===== config.mk =====
export PLATFORM = sky130hd
export DESIGN_NAME = edid_fetch_engine
export DESIGN_NICKNAME = d
export VERILOG_FILES = /design/src/rtl/edid_ddc_pkg.sv /design/src/rtl/ddc_quarter_tick.sv /design/src/rtl/ddc_bit_phy.sv /design/src/rtl/edid_fifo.sv /design/src/rtl/edid_fetch_ctrl.sv /design/src/rtl/edid_fetch_engine.sv
export SDC_FILE = /design/constraint.sdc
export NUM_CORES = 1
export LEC_CHECK = 0
export BUFFER_PORTS_ARGS = -buffer_cell sky130_fd_sc_hd__buf_2
export CAP_MARGIN = 40
export CORE_ASPECT_RATIO = 1.75
export CORE_MARGIN = 1.5
export CORE_UTILIZATION = 45
export DETAILED_ROUTE_END_ITERATION = 8
export SLEW_MARGIN = 10
export SYNTH_ARGS = -nofsm -noshare
export SYNTH_HDL_FRONTEND = slang
export SYNTH_SLANG_ARGS = --single-unit

===== constraint.sdc =====
create_clock -name clk -period 5.2 [get_ports clk]
set_clock_uncertainty 0.2 [all_clocks]
set_input_delay 0.52 -clock clk [delete_from_list [all_inputs] [get_ports clk]]
set_output_delay 0.52 -clock clk [all_outputs]
set_load 0.1 [all_outputs]

===== src/rtl/edid_ddc_pkg.sv =====
package edid_ddc_pkg;

  typedef enum logic [1:0] {
    SYM_START,
    SYM_BIT,
    SYM_STOP
  } ddc_sym_e;

  typedef enum logic [2:0] {
    C_IDLE,
    C_START,
    C_TX,
    C_RX,
    C_STOP
  } ctrl_state_e;

  typedef enum logic [2:0] {
    P_SEGDEV,
    P_SEGVAL,
    P_DEVWR,
    P_WORD,
    P_DEVRD,
    P_DATA
  } fetch_phase_e;

  localparam int DIV_W = 16;
  localparam logic [6:0] SEG_DEV_ADDR  = 7'h30;
  localparam logic [6:0] EDID_DEV_ADDR = 7'h50;

  localparam logic [2:0] OFS_DIV_LO = 3'd0;
  localparam logic [2:0] OFS_DIV_HI = 3'd1;
  localparam logic [2:0] OFS_SEG    = 3'd2;
  localparam logic [2:0] OFS_WORD   = 3'd3;
  localparam logic [2:0] OFS_STATUS = 3'd4;
  localparam logic [2:0] OFS_MASK   = 3'd5;

endpackage


===== src/rtl/ddc_quarter_tick.sv =====
module ddc_quarter_tick #(
  parameter int W = 16
) (
  input  logic         clk,
  input  logic         rst_n,
  input  logic         clear,
  input  logic [W-1:0] div,
  output logic         tick
);

  logic [W-1:0] cnt;

  assign tick = (cnt >= div) && !clear;

  always_ff @(posedge clk or negedge rst_n) begin
    if (!rst_n) begin
      cnt <= '0;
    end else if (clear || tick) begin
      cnt <= '0;
    end else begin
      cnt <= cnt + 1'b1;
    end
  end

endmodule


===== src/rtl/ddc_bit_phy.sv =====
module ddc_bit_phy
  import edid_ddc_pkg::*;
(
  input  logic     clk,
  input  logic     rst_n,
  input  logic     tick,
  input  logic     go,
  input  ddc_sym_e sym,
  input  logic     tx_bit,
  input  logic     sda_in,
  output logic     done,
  output logic     rx_bit,
  output logic     scl_low,
  output logic     sda_low
);

  logic     active;
  logic [1:0] q;
  ddc_sym_e sym_q;
  logic     bit_q;

  // returns {scl_low, sda_low} for a symbol and quarter
  function automatic logic [1:0] lines(input ddc_sym_e s, input logic [1:0] qq, input logic b);
    logic [1:0] r;
    case (s)
      SYM_START: begin
        case (qq)
          2'd0:    r = 2'b10;
          2'd1:    r = 2'b00;
          2'd2:    r = 2'b01;
          default: r = 2'b11;
        endcase
      end
      SYM_STOP: begin
        case (qq)
          2'd0:    r = 2'b11;
          2'd1:    r = 2'b01;
          default: r = 2'b00;
        endcase
      end
      default: begin
        r = {(qq == 2'd0 || qq == 2'd3), !b};
      end
    endcase
    return r;
  endfunction

  assign done   = active && tick && (q == 2'd3);
  assign rx_bit = bit_q;

  always_ff @(posedge clk or negedge rst_n) begin
    if (!rst_n) begin
      active  <= 1'b0;
      q       <= 2'd0;
      sym_q   <= SYM_START;
      bit_q   <= 1'b1;
      scl_low <= 1'b0;
      sda_low <= 1'b0;
    end else if (go) begin
      active             <= 1'b1;
      q                  <= 2'd0;
      sym_q              <= sym;
      bit_q              <= tx_bit;
      {scl_low, sda_low} <= lines(sym, 2'd0, tx_bit);
    end else if (active && tick) begin
      if (q == 2'd2) begin
        bit_q <= sda_in;
      end
      if (q == 2'd3) begin
        active <= 1'b0;
      end else begin
        q                  <= q + 1'b1;
        {scl_low, sda_low} <= lines(sym_q, q + 1'b1, bit_q);
      end
    end
  end

  AST_SCL_ON_TICK: assert property (@(posedge clk) disable iff (!rst_n)
    !$stable(scl_low) |-> $past(tick || go));

  AST_SDA_HELD_SCL_HIGH: assert property (@(posedge clk) disable iff (!rst_n)
    (!scl_low && $past(!scl_low) && sym_q == SYM_BIT) |-> $stable(sda_low));

endmodule


===== src/rtl/edid_fifo.sv =====
module edid_fifo #(
  parameter int DEPTH = 128
) (
  input  logic       clk,
  input  logic       rst_n,
  input  logic       clear,
  input  logic       push,
  input  logic [7:0] push_data,
  output logic       out_valid,
  output logic [7:0] out_data,
  input  logic       out_ready
);

  localparam int AW = $clog2(DEPTH);
  localparam int CW = $clog2(DEPTH + 1);

  logic [7:0]    mem [DEPTH];
  logic [AW-1:0] wr_ptr, rd_ptr;
  logic [CW-1:0] count;
  logic          full, pop, wr_en;

  assign full      = (count == CW'(DEPTH));
  assign out_valid = (count != '0);
  assign out_data  = mem[rd_ptr];
  assign pop       = out_valid && out_ready && !clear;
  assign wr_en     = push && !full && !clear;

  always_ff @(posedge clk) begin
    if (wr_en) begin
      mem[wr_ptr] <= push_data;
    end
  end

  always_ff @(posedge clk or negedge rst_n) begin
    if (!rst_n) begin
      wr_ptr <= '0;
      rd_ptr <= '0;
      count  <= '0;
    end else if (clear) begin
      wr_ptr <= '0;
      rd_ptr <= '0;
      count  <= '0;
    end else begin
      if (wr_en) begin
        wr_ptr <= (wr_ptr == AW'(DEPTH - 1)) ? '0 : wr_ptr + 1'b1;
      end
      if (pop) begin
        rd_ptr <= (rd_ptr == AW'(DEPTH - 1)) ? '0 : rd_ptr + 1'b1;
      end
      case ({wr_en, pop})
        2'b10:   count <= count + 1'b1;
        2'b01:   count <= count - 1'b1;
        default: count <= count;
      endcase
    end
  end

  AST_NO_OVERFLOW: assert property (@(posedge clk) disable iff (!rst_n)
    push |-> !full);

  AST_HOLD_UNDER_BACKPRESSURE: assert property (@(posedge clk) disable iff (!rst_n)
    (out_valid && !out_ready && !clear) |=> (out_valid && $stable(out_data)));

endmodule


===== src/rtl/edid_fetch_ctrl.sv =====
module edid_fetch_ctrl
  import edid_ddc_pkg::*;
#(
  parameter int BLOCK_BYTES = 128
) (
  input  logic       clk,
  input  logic       rst_n,
  input  logic       start,
  input  logic [7:0] seg_in,
  input  logic [7:0] word_in,
  input  logic       phy_done,
  input  logic       rx_bit,
  output logic       phy_go,
  output ddc_sym_e   phy_sym,
  output logic       phy_bit,
  output logic       push,
  output logic [7:0] push_data,
  output logic       fetch_ok,
  output logic       fetch_nack,
  output logic       busy
);

  localparam int BCW = $clog2(BLOCK_BYTES);
  localparam logic [BCW-1:0] LAST = BCW'(BLOCK_BYTES - 1);

  ctrl_state_e    state;
  fetch_phase_e   phase;
  logic           waiting;
  logic [3:0]     bitcnt;
  logic [7:0]     sh;
  logic [BCW-1:0] bytecnt;
  logic [7:0]     seg_q, word_q;
  logic           nack_seen;
  logic [7:0]     txb;

  always_comb begin
    case (phase)
      P_SEGDEV: txb = {SEG_DEV_ADDR, 1'b0};
      P_SEGVAL: txb = seg_q;
      P_DEVWR:  txb = {EDID_DEV_ADDR, 1'b0};
      P_WORD:   txb = word_q;
      P_DEVRD:  txb = {EDID_DEV_ADDR, 1'b1};
      default:  txb = 8'hFF;
    endcase
  end

  always_comb begin
    case (state)
      C_START: phy_sym = SYM_START;
      C_STOP:  phy_sym = SYM_STOP;
      default: phy_sym = SYM_BIT;
    endcase
    if (state == C_TX) begin
      phy_bit = (bitcnt == 4'd8) ? 1'b1 : txb[3'd7 - bitcnt[2:0]];
    end else if (state == C_RX) begin
      phy_bit = (bitcnt == 4'd8) ? (bytecnt == LAST) : 1'b1;
    end else begin
      phy_bit = 1'b1;
    end
  end

  assign busy       = (state != C_IDLE);
  assign phy_go     = busy && !waiting;
  assign push       = (state == C_RX) && phy_done && (bitcnt == 4'd8);
  assign push_data  = sh;
  assign fetch_ok   = (state == C_STOP) && phy_done && !nack_seen;
  assign fetch_nack = (state == C_STOP) && phy_done && nack_seen;

  always_ff @(posedge clk or negedge rst_n) begin
    if (!rst_n) begin
      state     <= C_IDLE;
      phase     <= P_DEVWR;
      waiting   <= 1'b0;
      bitcnt    <= 4'd0;
      sh        <= 8'h00;
      bytecnt   <= '0;
      seg_q     <= 8'h00;
      word_q    <= 8'h00;
      nack_seen <= 1'b0;
    end else if (start && !busy) begin
      state     <= C_START;
      phase     <= (seg_in != 8'h00) ? P_SEGDEV : P_DEVWR;
      seg_q     <= seg_in;
      word_q    <= word_in;
      waiting   <= 1'b0;
      bitcnt    <= 4'd0;
      bytecnt   <= '0;
      nack_seen <= 1'b0;
    end else begin
      if (phy_go) begin
        waiting <= 1'b1;
      end
      if (phy_done) begin
        waiting <= 1'b0;
        case (state)
          C_START: begin
            state  <= C_TX;
            bitcnt <= 4'd0;
          end
          C_TX: begin
            if (bitcnt != 4'd8) begin
              bitcnt <= bitcnt + 1'b1;
            end else begin
              bitcnt <= 4'd0;
              if (rx_bit) begin
                nack_seen <= 1'b1;
                state     <= C_STOP;
              end else begin
                case (phase)
                  P_SEGDEV: phase <= P_SEGVAL;
                  P_SEGVAL: begin phase <= P_DEVWR; state <= C_START; end
                  P_DEVWR:  phase <= P_WORD;
                  P_WORD:   begin phase <= P_DEVRD; state <= C_START; end
                  default:  begin phase <= P_DATA; state <= C_RX; end
                endcase
              end
            end
          end
          C_RX: begin
            if (bitcnt != 4'd8) begin
              bitcnt <= bitcnt + 1'b1;
              sh     <= {sh[6:0], rx_bit};
            end else begin
              bitcnt <= 4'd0;
              if (bytecnt == LAST) begin
                state <= C_STOP;
              end else begin
                bytecnt <= bytecnt + 1'b1;
              end
            end
          end
          default: state <= C_IDLE;
        endcase
      end
    end
  end

  AST_START_WHEN_IDLE: assert property (@(posedge clk) disable iff (!rst_n)
    start |-> !busy);

  AST_OK_XOR_NACK: assert property (@(posedge clk) disable iff (!rst_n)
    !(fetch_ok && fetch_nack));

endmodule


===== src/rtl/edid_fetch_engine.sv =====
module edid_fetch_engine
  import edid_ddc_pkg::*;
#(
  parameter int BLOCK_BYTES = 128
) (
  input  logic       clk,
  input  logic       rst_n,
  input  logic       reg_wr,
  input  logic [2:0] reg_addr,
  input  logic [7:0] reg_wdata,
  output logic [7:0] reg_rdata,
  output logic       irq,
  output logic       edid_valid,
  output logic [7:0] edid_data,
  input  logic       edid_ready,
  output logic       ddc_scl_low,
  output logic       ddc_sda_low,
  input  logic       ddc_sda_in
);

  logic [DIV_W-1:0] div_q;
  logic [7:0]       seg_q, word_q;
  logic             mask_q, st_ready, st_nack;
  logic             busy, start, tick;
  logic             phy_go, phy_bit, phy_done, rx_bit;
  ddc_sym_e         phy_sym;
  logic             push, fetch_ok, fetch_nack;
  logic [7:0]       push_data;
  logic             wr_status;

  assign start     = reg_wr && (reg_addr == OFS_WORD) && !busy;
  assign wr_status = reg_wr && (reg_addr == OFS_STATUS);
  assign irq       = st_ready && mask_q;

  always_ff @(posedge clk or negedge rst_n) begin
    if (!rst_n) begin
      div_q    <= '0;
      seg_q    <= 8'h00;
      word_q   <= 8'h00;
      mask_q   <= 1'b0;
      st_ready <= 1'b0;
      st_nack  <= 1'b0;
    end else begin
      if (reg_wr && reg_addr == OFS_DIV_LO) div_q[7:0]  <= reg_wdata;
      if (reg_wr && reg_addr == OFS_DIV_HI) div_q[15:8] <= reg_wdata;
      if (reg_wr && reg_addr == OFS_SEG)    seg_q       <= reg_wdata;
      if (reg_wr && reg_addr == OFS_MASK)   mask_q      <= reg_wdata[0];
      if (start)                            word_q      <= reg_wdata;
      if (fetch_ok)                         st_ready <= 1'b1;
      else if (wr_status && reg_wdata[0])   st_ready <= 1'b0;
      if (fetch_nack)                       st_nack  <= 1'b1;
      else if (wr_status && reg_wdata[1])   st_nack  <= 1'b0;
    end
  end

  always_comb begin
    case (reg_addr)
      OFS_DIV_LO: reg_rdata = div_q[7:0];
      OFS_DIV_HI: reg_rdata = div_q[15:8];
      OFS_SEG:    reg_rdata = seg_q;
      OFS_WORD:   reg_rdata = word_q;
      OFS_STATUS: reg_rdata = {5'b0, busy, st_nack, st_ready};
      OFS_MASK:   reg_rdata = {7'b0, mask_q};
      default:    reg_rdata = 8'h00;
    endcase
  end

  ddc_quarter_tick #(.W(DIV_W)) u_tick (
    .clk   (clk),
    .rst_n (rst_n),
    .clear (phy_go),
    .div   (div_q),
    .tick  (tick)
  );

  ddc_bit_phy u_phy (
    .clk     (clk),
    .rst_n   (rst_n),
    .tick    (tick),
    .go      (phy_go),
    .sym     (phy_sym),
    .tx_bit  (phy_bit),
    .sda_in  (ddc_sda_in),
    .done    (phy_done),
    .rx_bit  (rx_bit),
    .scl_low (ddc_scl_low),
    .sda_low (ddc_sda_low)
  );

  edid_fetch_ctrl #(.BLOCK_BYTES(BLOCK_BYTES)) u_ctrl (
    .clk        (clk),
    .rst_n      (rst_n),
    .start      (start),
    .seg_in     (seg_q),
    .word_in    (reg_wdata),
    .phy_done   (phy_done),
    .rx_bit     (rx_bit),
    .phy_go     (phy_go),
    .phy_sym    (phy_sym),
    .phy_bit    (phy_bit),
    .push       (push),
    .push_data  (push_data),
    .fetch_ok   (fetch_ok),
    .fetch_nack (fetch_nack),
    .busy       (busy)
  );

  edid_fifo #(.DEPTH(BLOCK_BYTES)) u_fifo (
    .clk       (clk),
    .rst_n     (rst_n),
    .clear     (start),
    .push      (push),
    .push_data (push_data),
    .out_valid (edid_valid),
    .out_data  (edid_data),
    .out_ready (edid_ready)
  );

  AST_READY_AFTER_STOP: assert property (@(posedge clk) disable iff (!rst_n)
    $rose(st_ready) |-> !busy);

endmodule


; Yosys cells after proc, flatten, opt, wreduce, memory -nomap -nowiden
; Memory sizes are Yosys's and may differ from the RTL's.
; Cells that the tools add are included.
[word_totals]
reg_bits = 124
latch_bits = 0
mem_bits_rw = 1024
rom_bits = 0
out_inout_bits = 20
word_cells = 218
n_memories = 1
[classes]
n_addsub = 9
multipliers = 0
div_mod_pow = 0
n_lt_le_gt_ge = 2
n_eq_ne = 36
n_shift = 0
mux = 75
n_bitwise = 1
reduce_logical = 68
[memory_table]
columns = memory, depth, word_bits, read_ports, rd_ports_with_merged_regs, wr, line_no
row1 = u_fifo.mem, 128, 8, 1, 0, 1, edid_fifo.sv:17  ; logic [7:0] mem [DEPTH];
[op_table]
columns = operator, n
row1 = 7-bit two-way mux, 11
row2 = 8-bit one-hot mux with 6 select lines, 1
row3 = 8-bit one-hot mux with 5 select lines, 1
row4 = 3-bit two-way mux, 11
row5 = 1-bit two-way mux, 31
row6 = 1-bit logical AND, 24
row7 = 2-bit nonzero test, 11
row8 = "7-bit by 1-bit adder with 7-bit output, second input constant", 3
row9 = "7-bit == test, second input constant", 3
row10 = "3-bit by 2-bit == test with 1-bit output, second input constant", 6
row11 = "16-bit by 1-bit adder with 16-bit output, second input constant", 1
row12 = 16-bit >= comparator, 1
row13 = 16-bit two-way mux, 1
row14 = 8-bit one-hot mux with 2 select lines, 1
row15 = 4-bit AND reduction, 4
row16 = 8-bit nonzero test, 2
row17 = "2-bit == test, second input constant", 7
row18 = "3-bit == test, second input constant", 4
row19 = 4-bit two-way mux, 3
row20 = 2-bit one-hot mux with 2 select lines, 3
row21 = 3-bit one-hot mux with 4 select lines, 1
row22 = 3-bit nonzero test, 4
row23 = "3-bit by 1-bit == test with 1-bit output, second input constant", 3
row24 = "3-bit inequality test, second input constant", 3
row25 = 28 further kinds, 51

; Depth between registers and ports, before layout
[logic_depth]
word_depth = 13
mapped_depth = 17
depth_no_buf = 16

; Cells and area by module
; Synthesis repeated with hierarchy kept, for this count alone.
[hier_totals]
cells_unflattened = 2540
hier_area_um2 = 46757.3
[modules_own_cells]
columns = mod, n_inst, cells_per_inst, area_per_inst_um2, seq_area_each_um2
row1 = edid_fifo, 1, 2049, 41167.0, 31300.0
row2 = edid_fetch_ctrl, 1, 206, 2220.9, 1077.3
row3 = edid_fetch_engine, 1, 118, 1714.1, 875.8
row4 = ddc_quarter_tick, 1, 125, 1184.9, 400.4
row5 = ddc_bit_phy, 1, 42, 470.5, 201.4

; Worst setup path after synthesis
; OpenSTA, ideal clock, no wires.
[synth_timing]
kind = register to output
from = reg u_fifo.rd_ptr[1]
to = out edid_data[7]
t_arrival_ns = 4.230
setup_slack_ns = 0.250
path_stages_with_launch = 10
path_cell_list = dfrtp_1 > buf_4 > buf_4 > buf_2 > clkbuf_1 > mux4_2 > mux2i_1 > a22oi_1 > o211ai_1 > a311oi_1
[synth_via]
elab_chain_cells = 1
[synth_rtl]
columns = element, line_no
row1 = start: declaration, edid_fifo.sv:18  ; logic [AW-1:0] wr_ptr, rd_ptr;
row2 = start signal: assignment, edid_fifo.sv:48  ; rd_ptr <= (rd_ptr == AW'(DEPTH - 1)) ? '0 : rd_ptr + 1'b1;
row3 = memory read 128 x 8 bit, -
row4 = end: declaration, edid_fetch_engine.sv:14  ; output logic [7:0] edid_data,
; Every way passes these cells.

; Final worst setup path
[layout_timing]
from = reg u_fifo.rd_ptr[2]
to = out edid_data[7]
; Same word-level chain as after synthesis.

==> out/results.txt <==
The logs give 72.6 mm for the post-detailed-placement half-perimeter wirelength and 3 for the worst-case clock buffer depth. The number of enable flip-flop cells after synthesis is 1024, and the synthesized area per cell is 18.7 µm². Yosys printed 0 warnings.

The number of clock buffers added by TritonCTS is 101. The worst register-to-register path has a depth of 16. For the pin with the worst max-slew slack, the measured transition is 999 ps. The capturing element type of the critical path is a primary output. In the post-synthesis netlist, the biggest area contributors are edfxtp_1 (67%), mux4_2 (14%), dfrtp_1 (6.2%).

The tools report the post-CTS repair timing setup buffer count as 0. The worst-path maximum fanout was 27. The run gives 155 as the number of placement rows. The type of the worst setup path was reg -> out. In the layout the commonest cells are edfxtp_1 (1024), mux4_2 (277), nor2_1 (221), nand2_1 (132). The floorplan step defined a die boundary enclosing 105000 µm².

For the number of levels in the clock H-tree, the log shows 3. In this run the vertical extent of the chip is 427 µm. In the routed layout, each cell is associated on average with a via count of 5.87. The tools report the remaining routing DRC violations as 0. The startpoint identified for the worst register-to-register timing path is u_tick.cnt[0]$_DFF_PN0_. The width of the die is 245 µm. The routed design has 112 mm of wire.

The startpoint type of the worst setup path was a flop. In this run the tightest slew margin relative to its limit is 33.1%. The run gives 750 ps as the setup slack of the worst register-to-register path. The total area inside the core boundary comes to 102000 µm². Sequential elements use 72.9% of the synthesized area.

Critical register-to-register path endpoint: u_fifo.count[7]$_DFFE_PN0P_. The first TritonRoute pass finished after 7 iterations. Critical path arrival: 4260 ps.

TritonCTS built the clock tree. The post-detailed-route wirelength per cell was 28.0 µm; the count of routing violations after the opening detailed-route iteration was 1921. The logs give 0.323 mV for the largest vdd supply drop and 0 for the number of diodes.

The run finished with clean final reports. Static timing analysis puts the maximum clock frequency at 0.201 GHz. The count of nets left with antenna violations once routing finished came out at 0. The beginning of the critical path is u_fifo.rd_ptr[2]$_DFFE_PN0P_. Clock latency on the worst-skew pair, taken at its later pin, is 690 ps. The number of endpoints with negative hold slack in the final report is 0, and the end-of-flow core utilization is 50.9%. Worst path required time: 4480 ps. The share of Yosys cell area claimed by the top area cell type came out at 66.6%. Once layout is done, the placed cells without fillers occupy 51900 µm². The logs give 36 for the number of ports placed on the die boundary and 0 for the final number of max-transition violations.

The tools report the number of global-route vias before repair as 24900. First-pass GRT wire length: 166 mm. At the end of routability-driven placement, the weighted congestion stood at 0.876. Total power for the finished layout comes to 22000 µW.

The overall via count from detail_route is 23600, and the count of input and output buffers is 35. Ratio of cells with drive above 1 in the final layout: 23.2%. In the global route stage, overall resource usage came out at 21.9%. The tools report the total congestion overflow as 0. CTS saw 1140 sinks.

Synthesis handed over a netlist of 2474 instances. The proportion of register bits with asynchronous set or reset after synthesis came out at 10.2%. The total power per unit cell area was 425 nW/µm²; the number of nets in the final layout was 2644. The clock edge transition at the registers on the reported setup and hold paths works out to 70 ps. Shortest clock period the worst path allows after layout: 4980 ps. The cell at the root of the clock tree was clkbuf_16. The largest area contributor in the netlist is edfxtp_1. The initial utilization of the core area, before any placement, comes to 45.3%. Synthesis produced a netlist with a net count of 2522.

After layout, the worst setup slack is 221 ps. Area growth from synthesis to layout: 12.3%. The most frequent standard cell in the layout excluding fill and tap cells was edfxtp_1.

In this run the cell area measured after placement is 48300 µm². Dominant synthesized flop cell: edfxtp_1. The number of synthesized register bits works out to 1140. For the static power due to leakage, the log shows 0.0162 µW. The worst-case setup slack after placement was 676 ps.

Entering global routing, the biggest net connects 84 pins. The logs give 0 for the final-report setup violation count and 0 for the number of antenna violations at the first check in global routing. Setup repair after global routing left no endpoint under its margin. The tightest min-delay check is of the in -> async type.

Max-cap violations in this run came to 0. The cell area that synthesis handed to floorplanning was 46200 µm². After layout, the worst path uses 95.8% of the clock period.

Setup total negative slack on the finished layout was measured at 0 ps. For the number of distinct library cells after synthesis, the log shows 74.
[cells in the mapped netlist (all sizes together) (4+ instances only)]
master,number
xor2,16
ha,31
o221ai,6
o31ai,7
edfxtp,1024
nand4,11
nand2b,9
a21o,8
buf,71
o21ai,60
a221oi,11
o211ai,5
and3,12
nand3,36
and2,9
a21oi,41
mux2,23
or2,6
a211oi,13
nor2b,22
a31oi,6
inv,32
nor3,15
mux2i,72
nor3b,5
or3,8
dfrtp,114
a32o,5
clkbuf,60
a22o,4
o22ai,25
a22oi,5
nand2,132
xnor2,11
a2111oi,5
nor4,10
mux4,277
nor2,222
[metal layers]
metal	global-route usage, %	up-vias	routed length, µm
met3	3.11	204	5190
met1	25.0	12500	40800
met4	8.64	0	4210
met5	0	-	0
met2	40.8	671	62200
li1	-	10200	-
[cell families (layout without fill, tap and decap cells)]
logic type,Yosys count,in the layout,share of synthesized area (%)
buffers and inverters,164,369,1.76
DFF,1140,1140,72.9
AOI/OAI and AO/OA,230,230,3.30
adders and majority gates,32,32,0.884
xor gates and xnor gates,27,27,0.512
and+or+nand+nor,509,509,5.00
muxes,372,372,15.6
[registers in the layout (all words and copies together), names as in the netlist, 7 cells and up]
name              flops
div_q                16
seg_q                 8
u_ctrl.bytecnt        7
u_ctrl.push_data      8
u_ctrl.seg_q          8
u_fifo.count          8
u_fifo.mem         1024
u_fifo.rd_ptr         7
u_fifo.wr_ptr         7
u_tick.cnt           16
[metrics by stage]
step                hold WS (ps)  std cells
floorplan                   24.4       2474
global placement             260       3801
detailed placement           267       3810
CTS                          115       4008
global route                 171       4013
finish                       147       4013
[what timing repair did]
action	CTS	global route
setup endpoints to repair	1	1
hold buffers	12	0
pin swaps	0	0
resized for setup	1	1
endpoints found under the hold margin	73	0
[power breakdown]
| part | switching [µW] | internal, µW | leakage, µW |
|---|---|---|---|
| logic | 2330 | 1480 | 0.00427 |
| registers | 458 | 10100 | 0.0103 |
| clock network | 3340 | 4330 | 0.00165 |
| total | 6120 | 15900 | 0.0162 |
[layout make-up]
class | instances | area, µm²
Fill cell | 8151 | 50000
Clock inverter | 63 | 659
Tap cell | 1334 | 1670
Multi-Input combinational cell | 1170 | 11700
Clock buffer | 123 | 2720
Inverter | 33 | 124
Timing Repair Buffer | 150 | 1270
Sequential cell | 1140 | 33700
[worst max-delay path by stage]
| stage | to | cells past startpoint |
|---|---|---|
| after floorplan | edid_data[7] | 9 |
| after detailed placement | u_fifo.count[7]$_DFFE_PN0P_ | 16 |
| after global routing | edid_data[5] | 8 |
| after CTS | edid_data[5] | 8 |
| after global placement | edid_data[7] | 8 |
| final | edid_data[7] | 8 |
[worst max-delay path: stages, from the launching register on]
cell      delay, ps
dfrtp_4         750
nand2b_1        370
or2_2           450
o21ai_0         200
a221oi_1        250
o21ai_0         350
a311oi_2        580
buf_4           190
buf_2           410
(Power assumes the default switching activity.)
